<file path="src/rtl/fault_resp_pkg.sv">
`timescale 1ns/1ps
package fault_resp_pkg;

  // Decoded response for one protective class
  typedef struct packed {
    logic en;     // class participates at all
    logic hiz;    // power stage goes high impedance
    logic latch;  // hold until cleared
    logic slow;   // use slow retry table
  } resp_t;

  typedef enum logic [1:0] {
    CH_IDLE   = 2'd0,
    CH_ACTIVE = 2'd1,
    CH_RETRY  = 2'd2,
    CH_LATCH  = 2'd3
  } chan_st_t;

  // 3-bit overcurrent mode; reserved codes fall back to fast retry
  function automatic resp_t oc_resp(input logic [2:0] m);
    resp_t r;
    case (m)
      3'd0:    r = '{en: 1'b1, hiz: 1'b1, latch: 1'b0, slow: 1'b1};
      3'd1:    r = '{en: 1'b1, hiz: 1'b1, latch: 1'b0, slow: 1'b0};
      3'd2:    r = '{en: 1'b1, hiz: 1'b1, latch: 1'b1, slow: 1'b0};
      3'd3:    r = '{en: 1'b1, hiz: 1'b0, latch: 1'b0, slow: 1'b0};
      3'd7:    r = '{en: 1'b0, hiz: 1'b0, latch: 1'b0, slow: 1'b0};
      default: r = '{en: 1'b1, hiz: 1'b1, latch: 1'b0, slow: 1'b0};
    endcase
    return r;
  endfunction

  // 2-bit supply/thermal mode; only slow/fast are defined
  function automatic resp_t sup_resp(input logic [1:0] m);
    resp_t r;
    r = '{en: 1'b1, hiz: 1'b1, latch: 1'b0, slow: (m == 2'd0)};
    return r;
  endfunction

endpackage

</file>
<file path="src/rtl/frc_tick_gen.sv">
`timescale 1ns/1ps
module frc_tick_gen #(
  parameter int unsigned DIV = 1000
) (
  input  logic clk,
  input  logic rst,
  output logic tick_o
);
  generate
    if (DIV <= 1) begin : g_every
      assign tick_o = 1'b1;
    end else begin : g_div
      localparam int unsigned CW = $clog2(DIV);
      localparam logic [CW-1:0] LAST = CW'(DIV - 1);
      logic [CW-1:0] cnt_q;
      always_ff @(posedge clk) begin
        if (rst)               cnt_q <= '0;
        else if (cnt_q == LAST) cnt_q <= '0;
        else                   cnt_q <= cnt_q + 1'b1;
      end
      assign tick_o = (cnt_q == LAST);
    end
  endgenerate
endmodule

</file>
<file path="src/rtl/frc_retry_lut.sv">
`timescale 1ns/1ps
module frc_retry_lut #(
  parameter int unsigned W  = 23,
  parameter int unsigned S0 = 500000,
  parameter int unsigned S1 = 1000000,
  parameter int unsigned S2 = 2000000,
  parameter int unsigned S3 = 5000000,
  parameter int unsigned F0 = 500,
  parameter int unsigned F1 = 1000,
  parameter int unsigned F2 = 2000,
  parameter int unsigned F3 = 5000
) (
  input  logic [1:0]   slow_sel_i,
  input  logic [1:0]   fast_sel_i,
  output logic [W-1:0] slow_ticks_o,
  output logic [W-1:0] fast_ticks_o
);
  localparam logic [W-1:0] SLOW_TAB [4] = '{W'(S0), W'(S1), W'(S2), W'(S3)};
  localparam logic [W-1:0] FAST_TAB [4] = '{W'(F0), W'(F1), W'(F2), W'(F3)};

  assign slow_ticks_o = SLOW_TAB[slow_sel_i];
  assign fast_ticks_o = FAST_TAB[fast_sel_i];
endmodule

</file>
<file path="src/rtl/frc_channel.sv">
`timescale 1ns/1ps
module frc_channel
  import fault_resp_pkg::*;
#(
  parameter int unsigned W = 23
) (
  input  logic         clk,
  input  logic         rst,
  input  logic         tick_i,
  input  logic         flt_i,
  input  resp_t        act_i,
  input  logic         clear_i,
  input  logic [W-1:0] slow_ticks_i,
  input  logic [W-1:0] fast_ticks_i,
  output logic         engaged_o,
  output logic         hiz_o
);
  chan_st_t     st_q;
  logic [W-1:0] cnt_q;

  always_ff @(posedge clk) begin
    if (rst) begin
      st_q  <= CH_IDLE;
      cnt_q <= '0;
    end else if (!act_i.en) begin
      st_q  <= CH_IDLE;
      cnt_q <= '0;
    end else begin
      case (st_q)
        CH_IDLE: begin
          if (flt_i) st_q <= CH_ACTIVE;
        end
        CH_ACTIVE: begin
          if (!flt_i) begin
            if (act_i.latch) begin
              st_q <= CH_LATCH;
            end else if (!act_i.hiz) begin
              st_q <= CH_IDLE;
            end else begin
              st_q  <= CH_RETRY;
              cnt_q <= act_i.slow ? slow_ticks_i : fast_ticks_i;
            end
          end
        end
        CH_RETRY: begin
          if (flt_i)              st_q  <= CH_ACTIVE;
          else if (cnt_q == '0)   st_q  <= CH_IDLE;
          else if (tick_i)        cnt_q <= cnt_q - 1'b1;
        end
        CH_LATCH: begin
          if (flt_i)        st_q <= CH_ACTIVE;
          else if (clear_i) st_q <= CH_IDLE;
        end
        default: st_q <= CH_IDLE;
      endcase
    end
  end

  assign engaged_o = (st_q != CH_IDLE);
  assign hiz_o     = engaged_o & act_i.hiz;
endmodule

</file>
<file path="src/rtl/fault_resp_ctrl.sv">
`timescale 1ns/1ps
module fault_resp_ctrl
  import fault_resp_pkg::*;
#(
  parameter int unsigned TICK_DIV = 1000,
  parameter int unsigned TIMER_W  = 23,
  parameter int unsigned SLOW_T0  = 500000,
  parameter int unsigned SLOW_T1  = 1000000,
  parameter int unsigned SLOW_T2  = 2000000,
  parameter int unsigned SLOW_T3  = 5000000,
  parameter int unsigned FAST_T0  = 500,
  parameter int unsigned FAST_T1  = 1000,
  parameter int unsigned FAST_T2  = 2000,
  parameter int unsigned FAST_T3  = 5000
) (
  input  logic       clk,
  input  logic       rst,
  input  logic [2:0] oc_hs_i,
  input  logic [2:0] oc_ls_i,
  input  logic       uv_i,
  input  logic       ot_sd_i,
  input  logic       otw_i,
  input  logic       spi_flt_i,
  input  logic [2:0] oc_mode_i,
  input  logic [1:0] uv_mode_i,
  input  logic [1:0] ot_mode_i,
  input  logic       otw_en_i,
  input  logic       spi_dis_i,
  input  logic [1:0] slow_sel_i,
  input  logic [1:0] fast_sel_i,
  input  logic       clear_i,
  output logic       fault_n_o,
  output logic       drv_hiz_o,
  output logic       dev_fault_o,
  output logic [5:0] oc_sts_o,
  output logic       uv_sts_o,
  output logic       ot_sts_o,
  output logic       otw_sts_o,
  output logic       spi_sts_o
);
  localparam int unsigned NPH  = 3;
  localparam int unsigned NSW  = 2 * NPH;
  localparam int unsigned NCLS = 3;   // overcurrent, undervoltage, shutdown

  logic               tick;
  logic [TIMER_W-1:0] slow_ticks, fast_ticks;
  logic [NSW-1:0]     oc_raw;
  resp_t              cls_act [NCLS];
  logic [NCLS-1:0]    cls_flt, cls_eng, cls_hiz;

  assign oc_raw = {oc_ls_i, oc_hs_i};

  assign cls_flt[0] = |oc_raw;
  assign cls_flt[1] = uv_i;
  assign cls_flt[2] = ot_sd_i;
  assign cls_act[0] = oc_resp(oc_mode_i);
  assign cls_act[1] = sup_resp(uv_mode_i);
  assign cls_act[2] = sup_resp(ot_mode_i);

  frc_tick_gen #(.DIV(TICK_DIV)) u_tick (
    .clk    (clk),
    .rst    (rst),
    .tick_o (tick)
  );

  frc_retry_lut #(
    .W (TIMER_W),
    .S0(SLOW_T0), .S1(SLOW_T1), .S2(SLOW_T2), .S3(SLOW_T3),
    .F0(FAST_T0), .F1(FAST_T1), .F2(FAST_T2), .F3(FAST_T3)
  ) u_lut (
    .slow_sel_i   (slow_sel_i),
    .fast_sel_i   (fast_sel_i),
    .slow_ticks_o (slow_ticks),
    .fast_ticks_o (fast_ticks)
  );

  for (genvar c = 0; c < NCLS; c++) begin : g_cls
    frc_channel #(.W(TIMER_W)) u_ch (
      .clk          (clk),
      .rst          (rst),
      .tick_i       (tick),
      .flt_i        (cls_flt[c]),
      .act_i        (cls_act[c]),
      .clear_i      (clear_i),
      .slow_ticks_i (slow_ticks),
      .fast_ticks_i (fast_ticks),
      .engaged_o    (cls_eng[c]),
      .hiz_o        (cls_hiz[c])
    );
  end

  // Sticky per-switch overcurrent bits; set has priority over clear
  for (genvar s = 0; s < NSW; s++) begin : g_oc_sts
    always_ff @(posedge clk) begin
      if (rst)                              oc_sts_o[s] <= 1'b0;
      else if (oc_raw[s] && cls_act[0].en)  oc_sts_o[s] <= 1'b1;
      else if (clear_i)                     oc_sts_o[s] <= 1'b0;
    end
  end

  logic [3:0] misc_set, misc_q;
  assign misc_set = {spi_flt_i & ~spi_dis_i, otw_i, ot_sd_i, uv_i};

  for (genvar k = 0; k < 4; k++) begin : g_misc_sts
    always_ff @(posedge clk) begin
      if (rst)              misc_q[k] <= 1'b0;
      else if (misc_set[k]) misc_q[k] <= 1'b1;
      else if (clear_i)     misc_q[k] <= 1'b0;
    end
  end

  assign uv_sts_o  = misc_q[0];
  assign ot_sts_o  = misc_q[1];
  assign otw_sts_o = misc_q[2];
  assign spi_sts_o = misc_q[3];

  logic rpt_next, hiz_next;
  assign rpt_next = (|cls_eng) | (otw_i & otw_en_i) | (spi_flt_i & ~spi_dis_i);
  assign hiz_next = |cls_hiz;

  always_ff @(posedge clk) begin
    if (rst) begin
      fault_n_o   <= 1'b1;
      dev_fault_o <= 1'b0;
      drv_hiz_o   <= 1'b0;
    end else begin
      fault_n_o   <= ~rpt_next;
      dev_fault_o <= rpt_next;
      drv_hiz_o   <= hiz_next;
    end
  end
endmodule

</file>
<file path="config.mk">
export PLATFORM = sky130hd
export DESIGN_NAME = fault_resp_ctrl
export DESIGN_NICKNAME = d
export VERILOG_FILES = /design/src/rtl/fault_resp_pkg.sv /design/src/rtl/frc_tick_gen.sv /design/src/rtl/frc_retry_lut.sv /design/src/rtl/frc_channel.sv /design/src/rtl/fault_resp_ctrl.sv
export SDC_FILE = /design/constraint.sdc
export NUM_CORES = 1
export LEC_CHECK = 0
export ABC_CLOCK_PERIOD_IN_PS = 2700
export CORE_MARGIN = 2
export CORE_UTILIZATION = 50
export CTS_BUF_LIST = sky130_fd_sc_hd__clkbuf_8 sky130_fd_sc_hd__clkbuf_16
export DETAILED_ROUTE_END_ITERATION = 7
export PLACE_DENSITY = 0.72
export SETUP_SLACK_MARGIN = 0.5
export SLEW_MARGIN = 20
export SYNTH_ARGS = -nofsm -noshare
export SYNTH_HDL_FRONTEND = slang
export SYNTH_SLANG_ARGS = --single-unit
</file>
<file path="constraint.sdc">
create_clock -name clk -period 2.7 [get_ports clk]
set_clock_uncertainty 0.2 [all_clocks]
set_input_delay 0.54 -clock clk [delete_from_list [all_inputs] [get_ports clk]]
set_output_delay 0.54 -clock clk [all_outputs]
set_load 0.05 [all_outputs]
</file>
==> impl_metrics.ini <==
[clock_tree]
cts_buffers = 9
cts_root_buffer = clkbuf_16
path_clk_slew_ns = 0.07
cts_tree = yes
htreeDepth = 3
cts_buffer_depth = 2
clkLatencyLatePin_ns = 0.36
ctsHoldBuffers = 0
numClockSinks = 98

[setup_path]
end_kind = register
crit_chain = inv_1, ha_2, nand2b_1, or3_4, or4_4, a21oi_4, buf_6, o21ai_0, a21oi_1
crit_arrival_ns = 2.63
crit_path_max_fanout = 6
r2r_start = g_cls[1].u_ch.cnt_q[1]
cpPeakStageDelay_ns = 0.56
r2r_slack_ns = 0.15
startpoint = g_cls[1].u_ch.cnt_q[1]
cp-start-kind = register
r2r_cells = 9
path_delay_family = simple AND/OR/NAND/NOR gates
worst_r2r_endpoint = g_cls[1].u_ch.cnt_q[4]
path_buf_inv = 2
required_ns = 2.78
critPathSlowestCell = or4_4
crit_type = register to register

[floorplan]
die_w_um = 110.3
io_pins = 39
start_util_pct = 51.65
fp.dieH_um = 110.3
dieArea_um2 = 12160
row_count = 38
core_area_um2 = 10940

[synth]
syn_area_per_cell_um2 = 7.393
synthArstFlopShare_pct = 0
syn_inst = 764
syn-num-nets = 801
syn_area_um2 = 5648
synth_edf_count = 0
synth-main-ff-cell = dfxtp_1
yosys.cell_types.count = 63
ys_seq_area_share_pct = 34.74
yosysWarnings = 0
ys_ff_latch = 98

[route]
drtAntennaViolNets = 0
routedWlPerCell_um = 19.19
drt-vias-per-instance = 6.486
drcViolationCount = 0
wirelength_um = 19260
drtIter0Drc = 586
drt-pass1-iter-count = 6
dr_total_vias = 6512

[global_routing]
gr-total-overflow = 0
first_global_vias = 6003
grt_pass1_wl_um = 29140
antenna_found_initial = 0
grt_usage_pct = 30.52
grt_start_max_net_pins = 56

[flow_run]
drv_cap = 0

[layout]
nFillCells = 800
final_net_count = 896
area_growth_pct = 39.48
antenna_cells = 0
drive_above_1_share_pct = 29.51
final_core_util_pct = 72.04

[sta]
drv_slew = 0
slew_headroom_pct = 54.89
fmax_mhz = 392.7
min_period_ns = 2.547
grt_setup_unrepaired = yes
finalCritPeriodShare_pct = 94.32
setup_viol = 0
hold_viol = 0
tns_ns = 0
tightest_slew_ns = 0.6767

[power]
peakVddDrop_mv = 0.3445
leakage_nw = 2.925
power_mw = 4.433
powerDensity_nw_per_um2 = 562.7

[placement]
hpwl_um = 11380
gp_congestion = 0.9057
numPortBuffers = 38

[min_path]
hold_path_end = u_tick.g_div.cnt_q[0]
hold_class = register to register
hp-start = u_tick.g_div.cnt_q[0]
min_path_cells = 1

[outcome]
status = completed
-- cells in the mapped netlist, drive strengths merged (7+ instances only) --
cell,instances,area (µm²)
a21oi,90,450.4
a22o,7,61.31
a31oi,16,100.1
a32o,11,110.1
and2,8,50.05
buf,17,95.08
clkbuf,35,131.4
dfxtp,98,1962
ha,11,137.6
inv,23,86.33
nand2,86,322.8
nand3,16,80.08
nor2,85,319.1
nor3,43,215.2
nor4,11,75.07
o21ai,66,330.3
o32ai,10,87.58
or3,15,93.84
or4,11,90.08
xnor2,9,78.83
xor2,8,70.07
-- area by class of cell --
| type | instances | area [µm²] | share of cell area (%) |
|---|---|---|---|
| Sequential cell | 98 | 1982 | 25.16 |
| Inverter | 23 | 86.33 | 1.096 |
| Clock inverter | 6 | 72.57 | 0.9212 |
| Tap cell | 140 | 175.2 | 2.224 |
| Clock buffer | 10 | 239.0 | 3.034 |
| Timing Repair Buffer | 133 | 1256 | 15.95 |
| Multi-Input combinational cell | 594 | 4066 | 51.62 |
-- layer usage --
layer  routed length [µm]  up-vias  GRT usage [%]
met2                 9181      376          49.91
met1                 7756     3090          39.65
li1                     -     2989              -
met5                    0        -              0
met3                 1765       57          4.644
met4                  559        0          13.93
-- logic make-up (layout without fill, tap and decap cells) --
group,after synthesis,in the layout,synth area share (%)
mux,1,1,0.1772
compound gates,250,253,27.71
xor+xnor,17,17,2.636
simple gates,312,312,26.76
flops,98,98,34.74
fa+ha+maj,11,11,2.437
buf+inv,75,172,5.538
-- through the flow --
stage,instance area (µm²),std cells,worst slack (ns),hold WS [ns]
3_5_place_dp,6566,951,0.03422,0.2348
5_1_grt,7878,1004,0.04325,0.2647
2_1_floorplan,5799,764,0.2801,0.2198
6_report,7878,1004,0.1534,0.2559
3_3_place_gp,6566,951,0.03559,0.2269
4_1_cts,7502,994,0.2253,0.2449
-- registers in the layout, summed over array words and instances, names as in the netlist --
signal              flops
uv_sts_o                1
otw_sts_o               1
g_cls.u_ch.cnt_q       69
u_tick.g_div.cnt_q     10
dev_fault_o             1
oc_sts_o                6
drv_hiz_o               1
g_cls.u_ch.st_q         6
spi_sts_o               1
fault_n_o               1
ot_sts_o                1
-- placed cells by master (no fill, tap or decap), types with 11 or more instances in the layout --
cell type / synthesis / layout
nand2_1: 86 / 82
nor2_1: 85 / 82
dfxtp_1: 98 / 82
a21oi_1: 90 / 75
buf_4: 2 / 71
nor3_1: 43 / 39
o21ai_2: 0 / 33
o21ai_0: 66 / 27
clkdlybuf4s50_1: 0 / 22
inv_1: 23 / 20
a31oi_1: 16 / 16
dfxtp_2: 0 / 16
buf_6: 2 / 15
dlygate4sd2_1: 0 / 15
nand3_1: 16 / 14
a32o_1: 11 / 11
-- worst register-to-register path, cell delays in order, from the launching register on --
cell,delay [ns]
dfxtp_2,0.34
inv_1,0.07
ha_2,0.18
nand2b_1,0.08
or3_4,0.38
or4_4,0.56
a21oi_4,0.25
buf_6,0.16
o21ai_0,0.10
a21oi_1,0.15
-- worst max path at each step --
stage | endpoint | slack [ns] | cells past startpoint
after floorplan | g_cls[2].u_ch.cnt_q[17] | 0.28 | 8
after global placement | g_cls[0].u_ch.cnt_q[9] | 0.04 | 8
after detailed placement | g_cls[0].u_ch.cnt_q[9] | 0.03 | 8
after CTS | g_cls[1].u_ch.cnt_q[11] | 0.23 | 6
after global routing | g_cls[1].u_ch.cnt_q[4] | 0.04 | 9
final | g_cls[1].u_ch.cnt_q[4] | 0.15 | 9
-- power by group --
part	total, mW	switching (mW)	internal, mW
clock	1.38	0.626	0.756
combinational	1.46	0.820	0.641
sequential	1.59	0.0756	1.51
total	4.43	1.52	2.91
-- what timing repair did --
action | CTS | global route
setup endpoints to repair | 85 | 72
setup buffers | 18 | 10
resized for setup | 115 | 79
pin swaps | 61 | 43
gates cloned | 9 | 0
Note: power is estimated with default switching activity, not from simulation.
